[src/rtl/bank_fetch_addr.sv]
module bank_fetch_addr #(
  parameter int PC_W = 16,
  parameter int BANK_W = 8,
  parameter logic [BANK_W-1:0] RST_BANK = 1
) (
  input  logic                     clk,
  input  logic                     rst_n,
  input  logic                     banked_i,
  input  logic                     max_mode_i,
  input  logic [PC_W-1:0]          pc_i,
  input  logic                     nb_wr_i,
  input  logic [BANK_W-1:0]        nb_wdata_i,
  input  logic                     taken_i,
  input  logic                     not_taken_i,
  input  logic                     call_i,
  input  logic                     ret_i,
  input  logic [BANK_W-1:0]        pop_bank_i,
  output logic [BANK_W+PC_W-1:0]   fetch_addr_o,
  output logic [BANK_W-1:0]        push_bank_o,
  output logic [BANK_W-1:0]        next_bank_o
);
  localparam int OFF_W = PC_W - 1;

  logic [BANK_W-1:0] cb_q, nb_q;
  logic              live;
  logic [BANK_W-1:0] page;

  assign live = banked_i & max_mode_i;

  always_ff @(posedge clk or negedge rst_n) begin
    if (!rst_n) begin
      cb_q <= RST_BANK;
      nb_q <= RST_BANK;
    end else if (live && ret_i) begin
      cb_q <= pop_bank_i;
      nb_q <= pop_bank_i;
    end else if (live && (taken_i || call_i)) begin
      cb_q <= nb_q;
    end else if (not_taken_i) begin
      nb_q <= cb_q;
    end else if (nb_wr_i) begin
      nb_q <= nb_wdata_i;
    end
  end

  assign page = pc_i[PC_W-1] ? cb_q : '0;

  assign fetch_addr_o = banked_i ? {1'b0, page, pc_i[OFF_W-1:0]}
                                 : {{BANK_W{1'b0}}, pc_i};
  assign push_bank_o  = live ? cb_q : '0;
  assign next_bank_o  = nb_q;
endmodule


[config.mk]
export PLATFORM = sky130hd
export DESIGN_NAME = bank_fetch_addr
export DESIGN_NICKNAME = d
export VERILOG_FILES = /design/src/rtl/bank_fetch_addr.sv
export SDC_FILE = /design/constraint.sdc
export NUM_CORES = 1
export LEC_CHECK = 0
export BUFFER_PORTS_ARGS = -buffer_cell sky130_fd_sc_hd__clkbuf_2
export CAP_MARGIN = 20
export CORE_MARGIN = 2
export CORE_UTILIZATION = 43
export CTS_BUF_LIST = sky130_fd_sc_hd__clkbuf_8
export DETAILED_ROUTE_END_ITERATION = 8
export HOLD_SLACK_MARGIN = 0.08
export PLACE_DENSITY = 0.79
export SYNTH_ARGS = -nofsm -noshare
export SYNTH_HDL_FRONTEND = slang
export SYNTH_SLANG_ARGS = --single-unit
[constraint.sdc]
create_clock -name clk -period 1 [get_ports clk]
set_input_delay 0.1 -clock clk [delete_from_list [all_inputs] [get_ports clk]]
set_output_delay 0.1 -clock clk [all_outputs]
set_load 0.05 [all_outputs]
* Yosys cells after proc, flatten, opt, wreduce, memory -nomap -nowiden *
Index checks and enable logic that the tools add are counted.

operators by class
  $add $sub $neg = 0
  shift operators = 0
  multipliers = 0
  order comparisons = 0
  muxes and demuxes = 9
  equality and inequality tests = 1
  bitwise operators = 1
  reductions and logical operators = 6
  divide/modulo/power cells = 0

operator list
  cell                                           count
  two-way mux 8 bit                              8
  two-way mux 23 bit                             1
  nonzero test 3 bit                             1
  logical AND 1 bit                              2
  inequality test 2 bit (second input constant)  1
  AND reduction 2 bit                            1
  nonzero test 2 bit                             1
  bitwise AND 1 bit                              1
  logical OR 1 bit                               1

word-level totals
  word-level logic and storage cells = 19
  bits in latches = 0
  bits in read-only memories = 0
  memories = 0
  bits in registers = 16
  input port bits = 41
  output and inout port bits = 40
  memory bits (writable) = 0

* Logic depth before layout (Yosys ltp) *
Gate-level depths: netlist of run 1.

  word-level depth = 4
  depth in mapped cells = 6
  gate-level depth less buffers = 3

* Worst setup path before layout of run 1 *
Ideal clock, no wire load.

  kind = reg-to-output
  start point = register cb_q[0]
  end point = output port fetch_addr_o[15]
  path buffers = 0
  setup slack = -0.792 ns
  data arrival time = 1.692 ns
  data required time = 0.900 ns
  stages on the path, launching flop included = 3
  path through = dfstp_2 inv_1 a21boi_0

between the ends
  cells in the longest elaborated chain, start to end = 2

ends and longest elaborated chain
  item                      RTL line  RTL
  start: declaration        24        logic [BANK_W-1:0] cb_q, nb_q;
  start signal: assignment  35        cb_q <= pop_bank_i;
  start signal: assignment  38        cb_q <= nb_q;
  two-way mux 8 bit         46        assign page = pc_i[PC_W-1] ? cb_q : '0;
  two-way mux 23 bit        48        assign fetch_addr_o = banked_i ? {1'b0, page, pc_i[OFF_W-1:0]}
  end: declaration          18        output logic [BANK_W+PC_W-1:0] fetch_addr_o,

Every way passes these cells.

* Worst setup path in the final report of run 1 *
Same ends and word-level chain as after synthesis.

==> results.sh, run 1 <==
export IMPL_outcome="finished with violations"
export IMPL_violations="setup timing"
export IMPL_dr_pass1_iters=4
export IMPL_core_area_um2=2686
export IMPL_hp_class="in2reg"
export IMPL_maxCapViolations=0
export IMPL_syn_cell_area_um2=1184
export IMPL_diodes=0
export IMPL_vias=1146
export IMPL_port_buffers=49
export IMPL_min_period_over_period=1.244
export IMPL_synth_seq_area_share=0.3404
export IMPL_cp_end_kind="primary output"
export IMPL_min_period_ns=1.244
export IMPL_final_setup_worst_slack_ns=-0.2436
export IMPL_start_util=0.4406
export IMPL_hp_start="pop_bank_i[4]"
export IMPL_cts_sinks=16
export IMPL_setup_viol=20
export IMPL_rows=19
export IMPL_yosysTopAreaCellShare=0.2960
export IMPL_r2r_cells=4
export IMPL_fin_skew_ns=0.001640
export IMPL_crit_cells=3
export IMPL_syn_nets=159
export IMPL_htreeDepth=1
export IMPL_nFillCells=187
export IMPL_r2r_start="cb_q[0]"
export IMPL_grt_setup_unrepaired="yes"
export IMPL_dieHeight_um=56.47
export IMPL_drv_slew=0
export IMPL_cts_buffers=3
export IMPL_place_area_um2=1438
export IMPL_synth_area_leader_cell="dfrtp_1"
export IMPL_drt_iter0_drc=11
export IMPL_crit_family="flip-flops"
export IMPL_final_nets=215
export IMPL_grt_pass1_wl_mm=5.506
export IMPL_crit_path_cell_trace="inv_2, a21boi_4, buf_8"
export IMPL_io_pins=81
export IMPL_hold_depth=3
export IMPL_dieArea_um2=3188
export IMPL_wl_per_cell_um=16.49
export IMPL_max_stage_delay_ns=0.55
export IMPL_p_leak_nw=0.9143
export IMPL_cp_startpoint="cb_q[0]"
export IMPL_wirelength_mm=3.364
export IMPL_worst_path_max_fanout=3
export IMPL_clock_latency_ns=0.26
export IMPL_yosysMostFrequentCell="buf_4"
export IMPL_grt_usage=0.2169
export IMPL_critical_path_class="reg2out"
export IMPL_syn_instance_count=118
export IMPL_design_area_um2=1864
export IMPL_arrival_ns=1.14
export IMPL_root_buffer="clkbuf_8"
export IMPL_route_detailed_drc=0
export IMPL_worst_path_buf_inv=2
export IMPL_yosysWarnings=0
export IMPL_crit_slowest_cell="dfstp_2"
export IMPL_required_ns=0.90
export IMPL_avgViaCountPerCell=5.618
export IMPL_gp_congestion=0.8184
export IMPL_clockBufferDepth=2
export IMPL_first_global_vias=1173
export IMPL_area_growth_pct=57.51
export IMPL_final_layout_size_suffix_gt1_frac=0.6301
export IMPL_avgSynthCellArea_um2=10.03
export IMPL_ys_dominant_reg_cell="dfrtp_1"
export IMPL_fmax_mhz=804.1
export IMPL_path_clk_slew_ns=0.07
export IMPL_dp_hpwl_mm=2.331
export IMPL_grt_max_degree=20
export IMPL_ys_ff_latch=16
export IMPL_ys_top_cells_by_area="dfrtp_1 (30%), mux2i_1 (14%), o311ai_2 (12%), buf_4 (12%), and3_1 (8.5%)"
export IMPL_synth_distinct_cells=19
export IMPL_powerDensity_nw_per_um2=1596
export IMPL_gr_total_overflow=0
export IMPL_synthTopCellsByCount="buf_4 (19), and3_1 (16), mux2i_1 (16)"
export IMPL_ir_worst_vdd_mv=1.262
export IMPL_antenna_found_initial=0
export IMPL_finalHoldViolations=0
export IMPL_fp_dieW_um=56.47
export IMPL_synth_edff_count=0
export IMPL_cp_start_kind="register"
export IMPL_fin_setup_tns_ns=-2.477
export IMPL_cts_tree="built"
export IMPL_postRouteAntennaNets=0
export IMPL_async_flop_share=1.000
[layer usage]
metal,global-route usage,wire (µm)
met2,0.3804,1778
met5,0,0
met4,0.07143,99
met3,0.04839,203
met1,0.2598,1282
[layout make-up]
type | instances | area (µm²) | share of cell area
repair buffers | 76 | 688.2 | 0.3691
inverters | 1 | 3.754 | 0.002013
multi-input cells | 76 | 675.6 | 0.3624
well taps | 31 | 38.79 | 0.02081
flip-flops and latches | 16 | 402.9 | 0.2161
clock buffers | 4 | 55.05 | 0.02953
[power by group]
group	total, mW	internal [mW]	switching (mW)
clock	0.602	0.350	0.252
combinational	1.46	0.675	0.782
sequential	0.916	0.790	0.126
[metrics by stage]
stage | setup WS, ns | hold WS (ns) | utilization | cells | power, mW
CTS | -0.2677 | 0.08137 | 0.6637 | 201 | 2.829
detailed placement | -0.2300 | 0.04720 | 0.5352 | 184 | 1.954
global route | -0.2842 | 0.1086 | 0.6940 | 204 | 3.097
global placement | -0.1975 | 0.03619 | 0.5352 | 184 | 1.909
finish | -0.2436 | 0.08256 | 0.6940 | 204 | 2.975
floorplan | -0.03607 | -0.1956 | - | 118 | 1.809
[final timing paths]
kind | to | slack (ns)
setup / recovery | fetch_addr_o[15] | -0.24
hold / removal | next_bank_o[4] | 0.08
setup reg to reg | next_bank_o[0] | -0.12
hold reg to reg | next_bank_o[7] | 0.60
max in group asynchronous | cb_q[0] | 0.38
min in group asynchronous | next_bank_o[2] | 0.30
[worst register-to-register path, delay by kind of cell, from the launching register on]
kind	cells	cell delay, ns
muxes	1	0.06
buffers and inverters	2	0.20
AOI/OAI and AO/OA	1	0.23
DFF	1	0.55
[registers in the layout (all words and copies together), names as in the netlist]
signal and flops:
cb_q 8, next_bank_o 8
[cell usage in the layout (no fill, tap or decap), types with 2 or more instances in the layout]
cell type,netlist,routed
and3_4,0,3
dlygate4sd3_1,0,3
nand2_1,13,11
o21ai_1,0,2
o211ai_1,8,8
buf_12,0,2
mux2i_4,0,2
clkbuf_2,0,25
clkbuf_8,0,5
and3_1,16,6
mux2i_2,0,3
dfstp_2,2,2
buf_8,0,15
buf_4,19,25
mux2i_1,16,11
nand2_2,0,2
o311ai_2,9,9
and3_2,0,7
o21ai_0,8,6
buf_6,1,3
dfrtp_1,14,14
[timing repair]
item                                    4_1_cts  5_1_grt
buffers inserted                             10        3
hold buffers                                  3        0
hold endpoints to repair                     18        0
gates resized for setup                      45       31
endpoints found under the setup margin       25       29
pin swaps                                     6        2
[cell families (layout without fill, tap and decap cells)]
kind of cell           Yosys count  count (layout)  share of synthesized area
buffers and inverters           26              81                     0.1533
flip-flops                      16              16                     0.3404
multiplexers                    16              16                     0.1353
other                            1               1                   0.003168
AO/OA/AOI/OAI                   27              27                     0.2231
AND/OR/NAND/NOR                 32              32                     0.1448
(Power assumes the default switching activity.)
==> run 2: changes to the inputs <==
--- a/config.mk
+++ b/config.mk
@@ -13,5 +13,5 @@
 export DETAILED_ROUTE_END_ITERATION = 8
 export HOLD_SLACK_MARGIN = 0.08
-export PLACE_DENSITY = 0.79
+export PLACE_DENSITY = 0.83
 export SYNTH_ARGS = -nofsm -noshare
 export SYNTH_HDL_FRONTEND = slang
==> constraint.sdc (replaced) <==
create_clock -name clk -period 1 [get_ports clk]
set_input_delay 0.15 -clock clk [delete_from_list [all_inputs] [get_ports clk]]
set_output_delay 0.15 -clock clk [all_outputs]
set_load 0.02 [all_outputs]
==> results.sh, run 2 (synthesis results as in run 1) <==
export IMPL_final_nets=212
export IMPL_dr_pass1_iters=3
export IMPL_dp_hpwl_mm=2.351
export IMPL_start_util=0.4406
export IMPL_path_clk_slew_ns=0.06
export IMPL_grt_max_degree=20
export IMPL_finalHoldViolations=0
export IMPL_r2r_start="cb_q[0]"
export IMPL_final_layout_size_suffix_gt1_frac=0.6294
export IMPL_pre_cts_slack_ns=-0.2802
export IMPL_core_area_um2=2686
export IMPL_wl_per_cell_um=16.37
export IMPL_diodes=0
export IMPL_cts_sinks=16
export IMPL_fmax_mhz=797.3
export IMPL_violations="setup timing"
export IMPL_grt_usage=0.2209
export IMPL_postRouteAntennaNets=0
export IMPL_crit_path_cell_trace="and3_1, clkbuf_8"
export IMPL_setup_viol=18
export IMPL_drv_slew=0
export IMPL_dieArea_um2=3188
export IMPL_hp_class="in2reg"
export IMPL_place_area_um2=1414
export IMPL_min_period_ns=1.254
export IMPL_final_setup_worst_slack_ns=-0.2542
export IMPL_route_detailed_drc=0
export IMPL_wirelength_mm=3.290
export IMPL_root_buffer="clkbuf_8"
export IMPL_r2r_slack_ns=-0.14
export IMPL_cts_tree="built"
export IMPL_arrival_ns=1.10
export IMPL_grt_setup_unrepaired="yes"
export IMPL_io_pins=81
export IMPL_final_common_cell="clkbuf_2"
export IMPL_clock_latency_ns=0.25
export IMPL_port_buffers=49
export IMPL_fp_dieW_um=56.47
export IMPL_hp_start="pop_bank_i[5]"
export IMPL_worst_path_max_fanout=3
export IMPL_min_to="next_bank_o[5]"
export IMPL_maxCapViolations=0
export IMPL_avgViaCountPerCell=5.517
export IMPL_fin_skew_ns=0.0002828
export IMPL_crit_family="flip-flops"
export IMPL_area_growth_pct=52.01
export IMPL_htreeDepth=1
export IMPL_vias=1109
export IMPL_hold_depth=3
export IMPL_fin_setup_tns_ns=-2.201
export IMPL_rows=19
export IMPL_final_cell_mix="clkbuf_2 (29), buf_4 (18), dfrtp_1 (14)"
export IMPL_ir_worst_vdd_mv=1.270
export IMPL_p_leak_nw=0.8777
export IMPL_dieHeight_um=56.47
export IMPL_cts_buffers=3
export IMPL_drt_iter0_drc=23
export IMPL_power_mw=2.495
export IMPL_reg2reg_to="next_bank_o[0]"
export IMPL_first_global_vias=1162
export IMPL_outcome="finished with violations"
export IMPL_r2r_cells=4
export IMPL_cp_end_kind="primary output"
export IMPL_crit_slowest_cell="dfstp_2"
export IMPL_max_stage_delay_ns=0.55
export IMPL_required_ns=0.85
export IMPL_antenna_found_initial=0
export IMPL_grt_pass1_wl_mm=5.582
export IMPL_design_area_um2=1799
export IMPL_clockBufferDepth=2
export IMPL_powerDensity_nw_per_um2=1387
export IMPL_gp_congestion=0.8186
export IMPL_whs_ns=0.1292
export IMPL_min_period_over_period=1.254
export IMPL_gr_total_overflow=0
export IMPL_cp_start_kind="register"
export IMPL_worst_path_buf_inv=1
export IMPL_critical_path_class="reg2out"
==> run 2: cell count changes in the layout (fill, tap and decap cells not counted), sizes merged <==
| cell | previous run | this run |
|---|---|---|
| clkbuf | 32 | 38 |
| inv | 1 | 2 |
| dlygate4sd3 | 3 | 1 |
| buf | 45 | 37 |
==> run 2: worst reg2reg max path, stage by stage (launching register included) <==
cell and delay, ns:
dfstp_2 0.55, buf_4 0.11, buf_6 0.09, mux2i_2 0.06
o311ai_2 0.25
==> run 2: area by class of cell <==
| class | instances | area, µm² |
|---|---|---|
| clock buffer | 3 | 41.29 |
| clock inverter | 1 | 3.754 |
| fill | 207 | 887.1 |
| inverter | 1 | 3.754 |
| multi-input combinational | 76 | 675.6 |
| sequential | 16 | 402.9 |
| tap | 31 | 38.79 |
| timing repair buffer | 73 | 633.1 |
==> run 2: how the worst max path moves through the flow <==
| stage | end | startpoint | slack (ns) | cells after the start |
|---|---|---|---|---|
| 2_1_floorplan | next_bank_o[1] | banked_i | -0.02 | 6 |
| 3_3_place_gp | next_bank_o[4] | taken_i | -0.21 | 4 |
| 3_5_place_dp | next_bank_o[4] | taken_i | -0.28 | 4 |
| 4_1_cts | push_bank_o[0] | cb_q[0] | -0.25 | 2 |
| 5_1_grt | fetch_addr_o[15] | cb_q[0] | -0.32 | 3 |
| 6_report | push_bank_o[0] | cb_q[0] | -0.25 | 2 |
==> run 2: stage by stage <==
stage | util | instances
2_1_floorplan | - | 118
3_3_place_gp | 0.5263 | 185
3_5_place_dp | 0.5263 | 185
4_1_cts | 0.6320 | 199
5_1_grt | 0.6698 | 201
6_report | 0.6698 | 201
==> run 2: report_power, final <==
group	total, mW	leakage, nW	internal [mW]	switching [mW]
Combinational	1.09	0.655	0.593	0.493
Clock	0.487	0.0269	0.272	0.215
Sequential	0.921	0.196	0.791	0.131
Total	2.49	0.878	1.66	0.839
==> run 2: layer usage <==
layer  wire (µm)  GRT usage  part of all wire
met5           0          0                 0
met4          51    0.08844             0.016
met3         221    0.04608             0.067
met2        1652     0.3787              0.50
met1        1365     0.2678              0.41
==> run 2: timing repair <==
item                                    4_1_cts  5_1_grt
endpoints found under the hold margin        14        0
pin swaps                                    16        9
hold buffers                                  1        0
resized for setup                            36       32
endpoints found under the setup margin       24       27
setup buffers                                 9        4
==> run 3: changes to the inputs <==
Settings changed: ABC_AREA from default to 1, CTS_CLUSTER_SIZE from default to 14, REMOVE_ABC_BUFFERS from default to 1.
==> results.sh, run 3 <==
export IMPL_dr_pass1_iters=4
export IMPL_grt_pass1_wl_mm=4.850
export IMPL_fin_cells=268
export IMPL_dp_hpwl_mm=2.205
export IMPL_ir_worst_vdd_mv=1.009
export IMPL_syn_instance_count=187
export IMPL_outcome="finished with violations"
export IMPL_synth_distinct_cells=16
export IMPL_start_util=0.4406
export IMPL_max_stage_delay_ns=0.53
export IMPL_hold_depth=5
export IMPL_final_layout_size_suffix_gt1_frac=0.4219
export IMPL_synth_area_leader_cell="nand2_1"
export IMPL_maxCapViolations=0
export IMPL_wirelength_mm=2.984
export IMPL_cts_tree="built"
export IMPL_required_ns=0.85
export IMPL_drv_slew=0
export IMPL_fp_dieW_um=56.47
export IMPL_finalHoldViolations=0
export IMPL_cp_start_kind="register"
export IMPL_cts_sinks=16
export IMPL_gp_congestion=0.8849
export IMPL_final_nets=279
export IMPL_worst_path_max_fanout=2
export IMPL_route_detailed_drc=0
export IMPL_min_period_over_period=1.230
export IMPL_numPlacedInstances=255
export IMPL_ys_top_cells_by_area="nand2_1 (34%), dfrtp_1 (30%), buf_4 (10%), nor2_1 (4.8%), dfstp_2 (4.4%)"
export IMPL_arrival_ns=1.08
export IMPL_cts_buffers=3
export IMPL_io_pins=81
export IMPL_area_growth_pct=36.47
export IMPL_min_period_ns=1.230
export IMPL_htreeDepth=1
export IMPL_grt_max_degree=17
export IMPL_final_cell_mix="nand2_1 (101), clkbuf_2 (30), buf_4 (21)"
export IMPL_path_clk_slew_ns=0.06
export IMPL_reg2reg_to="next_bank_o[0]"
export IMPL_grt_setup_unrepaired="yes"
export IMPL_cp_end_kind="primary output"
export IMPL_setup_viol=17
export IMPL_crit_path_cell_trace="inv_2, a21boi_2, buf_4"
export IMPL_clockBufferDepth=2
export IMPL_power_mw=2.347
export IMPL_fmax_mhz=812.9
export IMPL_antenna_found_initial=0
export IMPL_gr_total_overflow=0
export IMPL_yosysWarnings=0
export IMPL_ys_ff_latch=16
export IMPL_ys_dominant_reg_cell="dfrtp_1"
export IMPL_async_flop_share=1.000
export IMPL_dieHeight_um=56.47
export IMPL_yosysMostFrequentCell="nand2_1"
export IMPL_syn_cell_area_um2=1184
export IMPL_vias=1223
export IMPL_r2r_start="cb_q[0]"
export IMPL_rows=19
export IMPL_r2r_slack_ns=0.01
export IMPL_synthTopCellsByCount="nand2_1 (106), buf_4 (16), nor2_1 (15)"
export IMPL_drt_iter0_drc=31
export IMPL_hp_class="in2reg"
export IMPL_root_buffer="clkbuf_8"
export IMPL_r2r_cells=7
export IMPL_min_to="cb_q[6]"
export IMPL_final_setup_worst_slack_ns=-0.2302
export IMPL_core_area_um2=2686
export IMPL_synth_seq_area_share=0.3404
export IMPL_fin_skew_ns=0.0004120
export IMPL_yosysTopAreaCellShare=0.3362
export IMPL_clock_latency_ns=0.25
export IMPL_critical_path_class="reg2out"
export IMPL_avgSynthCellArea_um2=6.330
export IMPL_hp_start="pop_bank_i[6]"
export IMPL_grt_usage=0.1914
export IMPL_wl_per_cell_um=11.13
export IMPL_powerDensity_nw_per_um2=1453
export IMPL_avgViaCountPerCell=4.563
export IMPL_p_leak_nw=0.9938
export IMPL_violations="setup timing"
export IMPL_synth_edff_count=0
export IMPL_first_global_vias=1170
export IMPL_port_buffers=49
export IMPL_diodes=0
export IMPL_crit_slowest_cell="dfstp_2"
export IMPL_dieArea_um2=3188
export IMPL_final_common_cell="nand2_1"
export IMPL_postRouteAntennaNets=0
-- run 3: cell types whose count changed after synthesis, moves of 8 or more --
cell	before	now
nor2_1	0	15
o21ai_0	8	0
nand3_1	0	8
inv_1	1	10
o211ai_1	8	0
and3_1	16	0
mux2i_1	16	0
nand2_1	13	106
o311ai_2	9	0
-- run 3: timing repair --
| action | 4_1_cts | 5_1_grt |
|---|---|---|
| resized for setup | 21 | 48 |
| endpoints found under the hold margin | 14 | 0 |
| pin swaps | 15 | 11 |
| endpoints found under the setup margin | 17 | 23 |
| hold buffers | 1 | 0 |
| setup buffers | 8 | 0 |
-- run 3: worst max path at each step --
stage | from | endpoint | cells after the start
after CTS | cb_q[0] | fetch_addr_o[15] | 3
after global routing | cb_q[0] | fetch_addr_o[15] | 3
final | cb_q[0] | fetch_addr_o[15] | 3
after detailed placement | cb_q[0] | fetch_addr_o[15] | 3
after floorplan | cb_q[0] | fetch_addr_o[15] | 2
after global placement | cb_q[0] | fetch_addr_o[15] | 3
-- run 3: worst max-delay path, delay by kind of cell, from the launching register on --
family,cells,cell delay [ns]
DFF,1,0.53
buffers and inverters,2,0.19
AOI/OAI and AO/OA,1,0.11
-- run 3: cell type report --
class                      instances  area [µm²]
clock buffer                       3       41.29
timing repair buffer              65       451.7
tap                               31       38.79
sequential                        16       402.9
inverter                          14       52.55
fill                             248        1071
multi-input combinational        138       624.3
clock inverter                     1       3.754
-- run 3: power breakdown --
part / total, mW / internal (mW) / switching, mW
registers: 0.878 / 0.785 / 0.0928
logic: 0.985 / 0.435 / 0.549
clock network: 0.484 / 0.272 / 0.212
-- run 3: per-layer routing --
metal,track usage,up-vias,part of all wire
met3,0.09447,4,0.10
li1,-,643,-
met5,0.05357,-,0
met2,0.3090,63,0.49
met1,0.2166,513,0.39
met4,0.06122,0,0.012
-- run 3: kinds of logic after synthesis --
family,synth area share
and+or+nand+nor,0.4810
DFF,0.3404
AOI/OAI and AO/OA,0.006345
other,0.003168
buffers and inverters,0.1691
-- run 3: through the flow --
| stage | instance area, µm² | worst slack, ns | setup TNS (ns) | utilization | hold slack (ns) |
|---|---|---|---|---|---|
| floorplan | 1036 | -0.2038 | -0.2063 | - | -0.1456 |
| global placement | 1373 | -0.02301 | -0.02301 | 0.5109 | 0.08526 |
| detailed placement | 1373 | -0.05139 | -0.05139 | 0.5109 | 0.08567 |
| CTS | 1536 | -0.2662 | -1.216 | 0.5720 | 0.1989 |
| global route | 1615 | -0.2561 | -1.855 | 0.6013 | 0.2316 |
| finish | 1615 | -0.2302 | -1.089 | 0.6013 | 0.2208 |
